===== src/rtl/pair_pkg.sv =====
package pair_pkg;
  localparam int CLS_W  = 4;
  localparam int PART_W = 2;
  localparam int WHY_W  = 3;

  localparam logic [CLS_W-1:0] CLS_MOV     = 4'd0;
  localparam logic [CLS_W-1:0] CLS_LEA     = 4'd1;
  localparam logic [CLS_W-1:0] CLS_ALU     = 4'd2;
  localparam logic [CLS_W-1:0] CLS_STACK   = 4'd3;
  localparam logic [CLS_W-1:0] CLS_CMP     = 4'd4;
  localparam logic [CLS_W-1:0] CLS_BRANCH  = 4'd5;
  localparam logic [CLS_W-1:0] CLS_SHIFT   = 4'd6;
  localparam logic [CLS_W-1:0] CLS_FLOAT   = 4'd7;
  localparam logic [CLS_W-1:0] CLS_MUL     = 4'd8;

  localparam logic [PART_W-1:0] PART_FULL = 2'd0;
  localparam logic [PART_W-1:0] PART_HALF = 2'd1;
  localparam logic [PART_W-1:0] PART_LO   = 2'd2;
  localparam logic [PART_W-1:0] PART_HI   = 2'd3;

  localparam logic [WHY_W-1:0] WHY_NONE   = 3'd0;
  localparam logic [WHY_W-1:0] WHY_RAW    = 3'd1;
  localparam logic [WHY_W-1:0] WHY_WAW    = 3'd2;
  localparam logic [WHY_W-1:0] WHY_CLASS  = 3'd3;
  localparam logic [WHY_W-1:0] WHY_LITE   = 3'd4;
  localparam logic [WHY_W-1:0] WHY_BRANCH = 3'd5;

  // Low and high byte are disjoint; every other pairing shares bits.
  function automatic logic parts_overlap(input logic [PART_W-1:0] a,
                                         input logic [PART_W-1:0] b);
    logic disjoint;
    disjoint = (a == PART_LO && b == PART_HI) || (a == PART_HI && b == PART_LO);
    return !disjoint;
  endfunction

  // Multiply and everything above it never pairs.
  function automatic logic class_never(input logic [CLS_W-1:0] c);
    return c >= CLS_MUL;
  endfunction

  // Restricted pipe runs only the simple classes up to branch.
  function automatic logic class_lite_ok(input logic [CLS_W-1:0] c);
    return c <= CLS_BRANCH;
  endfunction
endpackage


===== src/rtl/pair_hazard.sv =====
module pair_hazard
  import pair_pkg::*;
#(
  parameter int REG_W   = 3,
  parameter int NUM_SRC = 2
) (
  input  logic                      p_dst_en,
  input  logic [REG_W-1:0]          p_dst_reg,
  input  logic [PART_W-1:0]         p_dst_part,
  input  logic                      q_dst_en,
  input  logic [REG_W-1:0]          q_dst_reg,
  input  logic [NUM_SRC-1:0]        q_src_en,
  input  logic [NUM_SRC*REG_W-1:0]  q_src_reg,
  input  logic [NUM_SRC*PART_W-1:0] q_src_part,
  output logic                      raw_hit,
  output logic                      waw_hit
);
  logic [NUM_SRC-1:0] src_hit;

  generate
    for (genvar g = 0; g < NUM_SRC; g++) begin : g_src
      assign src_hit[g] = p_dst_en && q_src_en[g]
                       && (q_src_reg[g*REG_W +: REG_W] == p_dst_reg)
                       && parts_overlap(p_dst_part, q_src_part[g*PART_W +: PART_W]);
    end
  endgenerate

  assign raw_hit = |src_hit;
  // Any two writes to one register conflict, even to disjoint bytes.
  assign waw_hit = p_dst_en && q_dst_en && (p_dst_reg == q_dst_reg);
endmodule


===== config.mk =====
export PLATFORM = sky130hd
export DESIGN_NAME = pair_hazard
export DESIGN_NICKNAME = d
export VERILOG_FILES = /design/src/rtl/pair_pkg.sv /design/src/rtl/pair_hazard.sv
export SDC_FILE = /design/constraint.sdc
export NUM_CORES = 1
export LEC_CHECK = 0
export BUFFER_PORTS_ARGS = -buffer_cell sky130_fd_sc_hd__buf_2
export CORE_AREA = 2 2 39 41
export DETAILED_ROUTE_END_ITERATION = 6
export DIE_AREA = 0 0 41 43
export PLACE_DENSITY = 0.41
export SLEW_MARGIN = 0
export SYNTH_ARGS = -nofsm -noshare
export SYNTH_HDL_FRONTEND = slang
export SYNTH_SLANG_ARGS = --single-unit

===== constraint.sdc =====
create_clock -name vclk -period 0.8
set_input_delay 0.04 -clock vclk [all_inputs]
set_output_delay 0.04 -clock vclk [all_outputs]
set_load 0.01 [all_outputs]

======== Word-level counts from Yosys, hierarchy flattened ========
Cells that the tools add are included.
storage, ports and cells
  logic and storage cells ................. 26
  input port bits ......................... 22
  register bits after elaboration ......... 0
cells by class
  equality and inequality tests ........... 9
  reduce and logical (&&, ||, !) cells .... 17
operators by type and width
  cell                number
  $eq 2x2->1 const B  6
  $logic_and 1x1->1   12
  $eq 3x3->1          3
  $logic_not 1->1     2
  $logic_or 1x1->1    2
  $reduce_or 2->1     1

======== Longest topological paths before layout ========
Gate-level depths: netlist of the first run.
  word-level depth ........................ 6
  gate-level depth with buffers ........... 3
  depth with buffers taken out ............ 3

======== Least setup slack after synthesis of the first run ========
Ideal clock, no wire load.
  path kind ............................... input port to output port
  start point ............................. input port p_dst_reg[0]
  end point ............................... output port raw_hit
  slack ................................... 0.116 ns
  arrival ................................. 0.644 ns
  required time ........................... 0.760 ns
  stages .................................. 3
  path buffers ............................ 0
  cells stage by stage .................... xor2_1 nor4_2 a22o_1
on the way
  word-level cells in the longest chain between the ends .. 4
  elaborated cells between the ends (all ways) .. 7
RTL lines
  what                 line               text
  from (decl)          pair_hazard.sv:8   input logic [REG_W-1:0] p_dst_reg,
  $eq 3x3->1           pair_hazard.sv:23  && (q_src_reg[g*REG_W +: REG_W] == p_dst_reg)
  $logic_and 1x1->1    pair_hazard.sv:23
  $logic_and 1x1->1    pair_hazard.sv:24  && parts_overlap(p_dst_part, q_src_part[g*PART_W +: PART_W]);
  $reduce_or 2->1 (*)  pair_hazard.sv:28  assign raw_hit = |src_hit;
  to (decl)            pair_hazard.sv:15  output logic raw_hit,
Mark *: on every way between the ends. The rest lies on a longest branch, timed or not.

======== Worst setup path after layout of the first run ========
  start point ............................. input port p_dst_reg[1]
  end point ............................... output port raw_hit
The elaborated chain is that of the path after synthesis.

==> results by group, run 1 <==
Floorplan
  • Initial core utilization: 0.109
  • Die Ht: 43 µm
  • Core area: around 1400 µm²
  • Die area: 1760 µm²
  • DIE WIDTH: about 41 µm
  • Number of cell rows: 14
  • Top-Level Pins: 24

Route
  • Wire per inst: 8.05 µm
  • Total wire length: around 500 µm
  • Via count: 225
  • DRT antenna net count: 0
  • Remaining DRCs: 0
  • Via density: roughly 3.6
  • DRT iter0 DRCs: 0
  • Drt pass-1 iters: 1

Layout
  • Reg area: 0 µm²
  • Layout net count: 70
  • FFs & Latches: 0
  • Synthesis-to-layout area growth: 127%
  • Clkbuf count: 0
  • Fraction of layout cells with a size suffix above 1: 0.674
  • # fillers: approximately 160
  • Commonest non-fill, non-tap cells in the layout: 23 x buf_2, 8 x xor2_1, 3 x buf_4
  • Commonest non-fill, non-tap cell in the layout: buf_2
  • Ant diodes: 0
  • Core Util, Final: 0.249

Synth
  • Synth unique cells: 9
  • Synth warn: 0
  • Netlist Area Pre-Place: 151 µm²
  • Post-synth net total: between 40 and 50
  • Post-Syn Instances: 19
  • Cell taking the most area after synthesis: xor2_1
  • Top cell type's share of synthesized area: 0.521
  • Top post-synthesis cells by area: xor2_1 52%, xnor2_1 12%, nor4_2 8.3%
  • Sequential fraction of the synthesis area: 0
  • Avg Cell Area, Syn: ~8.0 µm²

Clock network
  • Post-CTS Hold Buffers: 0

Worst setup path
  • CP Capture Type: primary output
  • Critical Path AT: 0.83 ns
  • CP required: ~0.76 ns
  • Top fanout value on the critical path: 3
  • Critical Path Sink: raw_hit
  • Startpoint types: input pin
  • WS Path Type: in2out
  • Critical Path Start: p_dst_reg[1]

STA
  • TNS Setup: -0.0660 ns
  • Worst slew margin: 0.852
  • Finish-stage setup viols: 1
  • Slew @ Worst Pin: 0.220 ns
  • Period minus WS final: about 0.87 ns
  • Final worst setup slack: -0.0660 ns
  • Final Max Tran Viols: 0
  • Final period util: 1.08
  • Worst hold margin: 0.429 ns
  • Final hold violations: 0
  • Fmax: 1150 MHz
  • Unrepaired setup endpoints after global routing: yes

Power and ir drop
  • Maximum VDD drop: 137 µV
  • PwrDens: between 400 and 500 nW/µm²
  • Pleak: 0.182 nW
  • Pwr Total: 0.157 mW

Outcome
  • Status: finished with violations
  • Failing checks: setup timing

GRT
  • Vias in the first global route: approximately 200
  • Antenna violations before repair: 0
  • Largest net degree at the start of global routing: 4
  • Grt ovf: 0
  • First-pass GRT wire length: 683 µm
  • GRT Util Overall: 0.0531

Placement
  • Routability cong.: 0.601
  • Port bufs: 24

Min path
  • Hold Path Class: in2out

Run
  • Maxcap violations: 0
[layer usage]
metal | part of all wire | vias to the layer above | GRT usage | wire (µm)
li1 | - | 122 | - | -
met1 | 0.41 | 88 | 0.0669 | 206
met2 | 0.45 | 15 | 0.0969 | 227
met3 | 0.13 | 0 | 0.00524 | 65
met4 | 0 | 0 | 0 | 0
met5 | 0 | - | 0 | 0
[worst max-delay path, cell delays in order]
cell	delay (ns)
buf_8	0.10
xor2_2	0.16
nor4_2	0.24
a22o_1	0.16
buf_2	0.12
[cell type report]
type,count,area [µm²],area share
repair buffers,27,153,0.444
multi-input cells,19,171,0.498
well taps,16,20.0,0.0582
[cells in the mapped netlist]
library cell,count
nand3_1,2
xor2_1,9
xnor2_1,2
a22o_1,1
nand2_1,1
a311oi_1,1
nor4_2,1
nor3_1,1
and3_1,1
[how the worst min path moves through the flow]
| stage | startpoint | to | cells past startpoint |
|---|---|---|---|
| finish | q_dst_en | waw_hit | 4 |
| global route | q_dst_en | waw_hit | 4 |
| CTS | q_dst_en | waw_hit | 4 |
| detailed placement | q_dst_en | waw_hit | 4 |
| global placement | q_dst_en | waw_hit | 4 |
| floorplan | p_dst_en | waw_hit | 2 |
[stage by stage]
| step | instances | setup WS [ns] | area (µm²) |
|---|---|---|---|
| after global placement | 62 | -0.128 | 314 |
| final | 62 | -0.0660 | 344 |
| after floorplan | 19 | 0.116 | 151 |
| after detailed placement | 62 | -0.139 | 314 |
| after global routing | 62 | -0.124 | 344 |
| after CTS | 62 | -0.0887 | 339 |
[power by group]
group          internal [mW]  leakage [nW]  switching [mW]
sequential                 0             0               0
combinational         0.0935         0.182          0.0640
clock                      0             0               0
total                 0.0935         0.182          0.0640
[kinds of logic after synthesis]
group,after synthesis,synth area share
AOI/OAI and AO/OA,2,0.116
and+or+nand+nor,6,0.248
xor gates and xnor gates,11,0.636
[timing repair]
| item | 4_1_cts | 5_1_grt |
|---|---|---|
| resized for setup | 5 | 1 |
| endpoints found under the setup margin | 2 | 2 |
| pin swaps | 5 | 2 |
| cloned | 0 | 0 |
| setup buffers | 0 | 0 |
Note: power is estimated with default switching activity, not from simulation.
==> run 2: changes to the inputs <==
--- a/config.mk
+++ b/config.mk
@@ -5,11 +5,12 @@
 export SDC_FILE = /design/constraint.sdc
 export NUM_CORES = 1
 export LEC_CHECK = 0
+export ABC_CLOCK_PERIOD_IN_PS = 920
 export BUFFER_PORTS_ARGS = -buffer_cell sky130_fd_sc_hd__buf_2
 export CORE_AREA = 2 2 39 41
 export DETAILED_ROUTE_END_ITERATION = 6
 export DIE_AREA = 0 0 41 43
-export PLACE_DENSITY = 0.41
+export PLACE_DENSITY = 0.4
 export SLEW_MARGIN = 0
 export SYNTH_ARGS = -nofsm -noshare
 export SYNTH_HDL_FRONTEND = slang
==> constraint.sdc (replaced) <==
create_clock -name vclk -period 0.92
set_input_delay 0.046 -clock vclk [all_inputs]
set_output_delay 0.046 -clock vclk [all_outputs]
set_load 0.01 [all_outputs]
==> results by group, run 2 (synthesis results as in run 1) <==
Outcome
  • Status: finished, final reports clean (was finished with violations)

Route
  • Via count: 226 (was 225)
  • Wire per inst: 7.87 µm (was 8.05 µm)
  • DRT antenna net count: 0 (unchanged)
  • Remaining DRCs: 0 (unchanged)
  • Total wire length: 480 µm (was 499 µm)
  • Via density: 3.70 (was 3.63)
  • DRT iter0 DRCs: 0 (unchanged)
  • Drt pass-1 iters: 1 (unchanged)

Placement
  • Placed cell count: 61 (was 62)
  • Hpwl dp: 463 µm
  • Port bufs: 24 (unchanged)
  • Routability cong.: 0.544 (was 0.601)

Worst setup path
  • Critical Path Slowest Stage Cell: a311oi_1 (was nor4_2)
  • Crit path buf inv count: 2 (unchanged)
  • Most used cell, CP: buf_2
  • CP Capture Type: primary output (unchanged)
  • CP cell instances: buf_2, xor2_1, a311oi_1, a22o_1, buf_2 (was buf_8, xor2_2, nor4_2, a22o_1, buf_2)
  • Worst path max stage delay: 0.24 ns (about the same)
  • WS Path Type: in2out (unchanged)
  • CP required: 0.87 ns (was 0.76 ns)
  • Top fanout value on the critical path: 3 (unchanged)
  • Crit path max-delay family: compound AO/OA/AOI/OAI gates (was simple AND/OR/NAND/NOR gates)
  • Critical Path AT: 0.85 ns (was 0.83 ns)
  • Startpoint types: input pin (unchanged)

GRT
  • First-pass GRT wire length: 648 µm (was 683 µm)
  • Vias in the first global route: 190 (was 197)
  • GRT Util Overall: 0.0500 (was 0.0531)
  • Antenna violations before repair: 0 (unchanged)
  • Largest net degree at the start of global routing: 4 (unchanged)
  • Grt ovf: 0 (unchanged)

Floorplan
  • Top-Level Pins: 24 (unchanged)
  • Initial core utilization: 0.109 (unchanged)
  • Number of cell rows: 14 (unchanged)
  • Die Ht: 43 µm (unchanged)
  • DIE WIDTH: 41 µm (unchanged)
  • Core area: 1380 µm² (unchanged)
  • Die area: 1760 µm² (unchanged)

Run
  • Maxcap violations: 0 (unchanged)

Layout
  • # fillers: 165 (was 164)
  • FFs & Latches: 0 (unchanged)
  • Layout net count: 69 (was 70)
  • Synthesis-to-layout area growth: 119% (was 127%)
  • Clkbuf count: 0 (unchanged)
  • Reg area: 0 µm² (unchanged)
  • Commonest non-fill, non-tap cells in the layout: 22 x buf_2, 8 x xor2_1 (was 23 x buf_2, 8 x xor2_1, 3 x buf_4)
  • Fin cells: 61 (was 62)
  • Ant diodes: 0 (unchanged)
  • Commonest non-fill, non-tap cell in the layout: buf_2 (unchanged)
  • Fraction of layout cells with a size suffix above 1: 0.644 (was 0.674)

STA
  • Finish-stage setup viols: 0 (was 1)
  • TNS Setup: 0 ns (was -0.0660 ns)
  • Final Max Tran Viols: 0 (unchanged)
  • Final period util: 0.969
  • Unrepaired setup endpoints after global routing: yes (unchanged)
  • Slew @ Worst Pin: 0.209 ns (was 0.220 ns)
  • Worst hold margin: 0.442 ns (was 0.429 ns)
  • Final hold violations: 0 (unchanged)
  • Period minus WS final: about 0.89 ns
  • Fmax: 1120 MHz
  • Worst slew margin: 0.860 (was 0.852)

Power and ir drop
  • Pwr Total: 0.131 mW (was 0.157 mW)
  • PwrDens: 396 nW/µm² (was 458 nW/µm²)
  • Maximum VDD drop: 86.4 µV (was 137 µV)
  • Pleak: 0.172 nW (was 0.182 nW)

Clock network
  • Post-CTS Hold Buffers: 0 (unchanged)

Min path
  • Hold Path Class: in2out (unchanged)
run 2: what timing repair did:
action	CTS	global route
gates resized for setup	0	5
endpoints found under the setup margin	1	2
cloned	0	0
setup buffers	0	0
pin swaps	2	0
run 2: path summary, 6_finish.rpt:
kind | start | depth (start not counted) | to | slack, ns
worst max-delay path | p_dst_reg[2] | 5 | raw_hit | 0.03
worst min-delay path | q_dst_en | 4 | waw_hit | 0.44
run 2: cell type report:
type	count	area, µm²	area share
multi-input cells	19	164	0.494
repair buffers	26	148	0.445
well taps	16	20.0	0.0604
run 2: layer usage:
metal | vias up | track usage | wire (µm) | part of all wire
met1 | 95 | 0.0665 | 176 | 0.37
met3 | 0 | 0 | 55 | 0.11
li1 | 119 | - | - | -
met5 | - | 0 | 0 | 0
met2 | 12 | 0.0906 | 248 | 0.52
met4 | 0 | 0 | 0 | 0
run 2: through the flow:
stage	setup slack [ns]	utilization	cell area [µm²]
4_1_cts	0.00166	0.222	307
3_3_place_gp	-0.0390	0.222	307
2_1_floorplan	0.224	-	151
3_5_place_dp	-0.0328	0.222	307
6_report	0.0285	0.240	332
5_1_grt	-0.0262	0.240	332
run 2: where the power goes:
part           internal (mW)  total (mW)  switching, mW
Combinational         0.0768       0.131         0.0544
Clock                      0           0              0
Sequential                 0           0              0
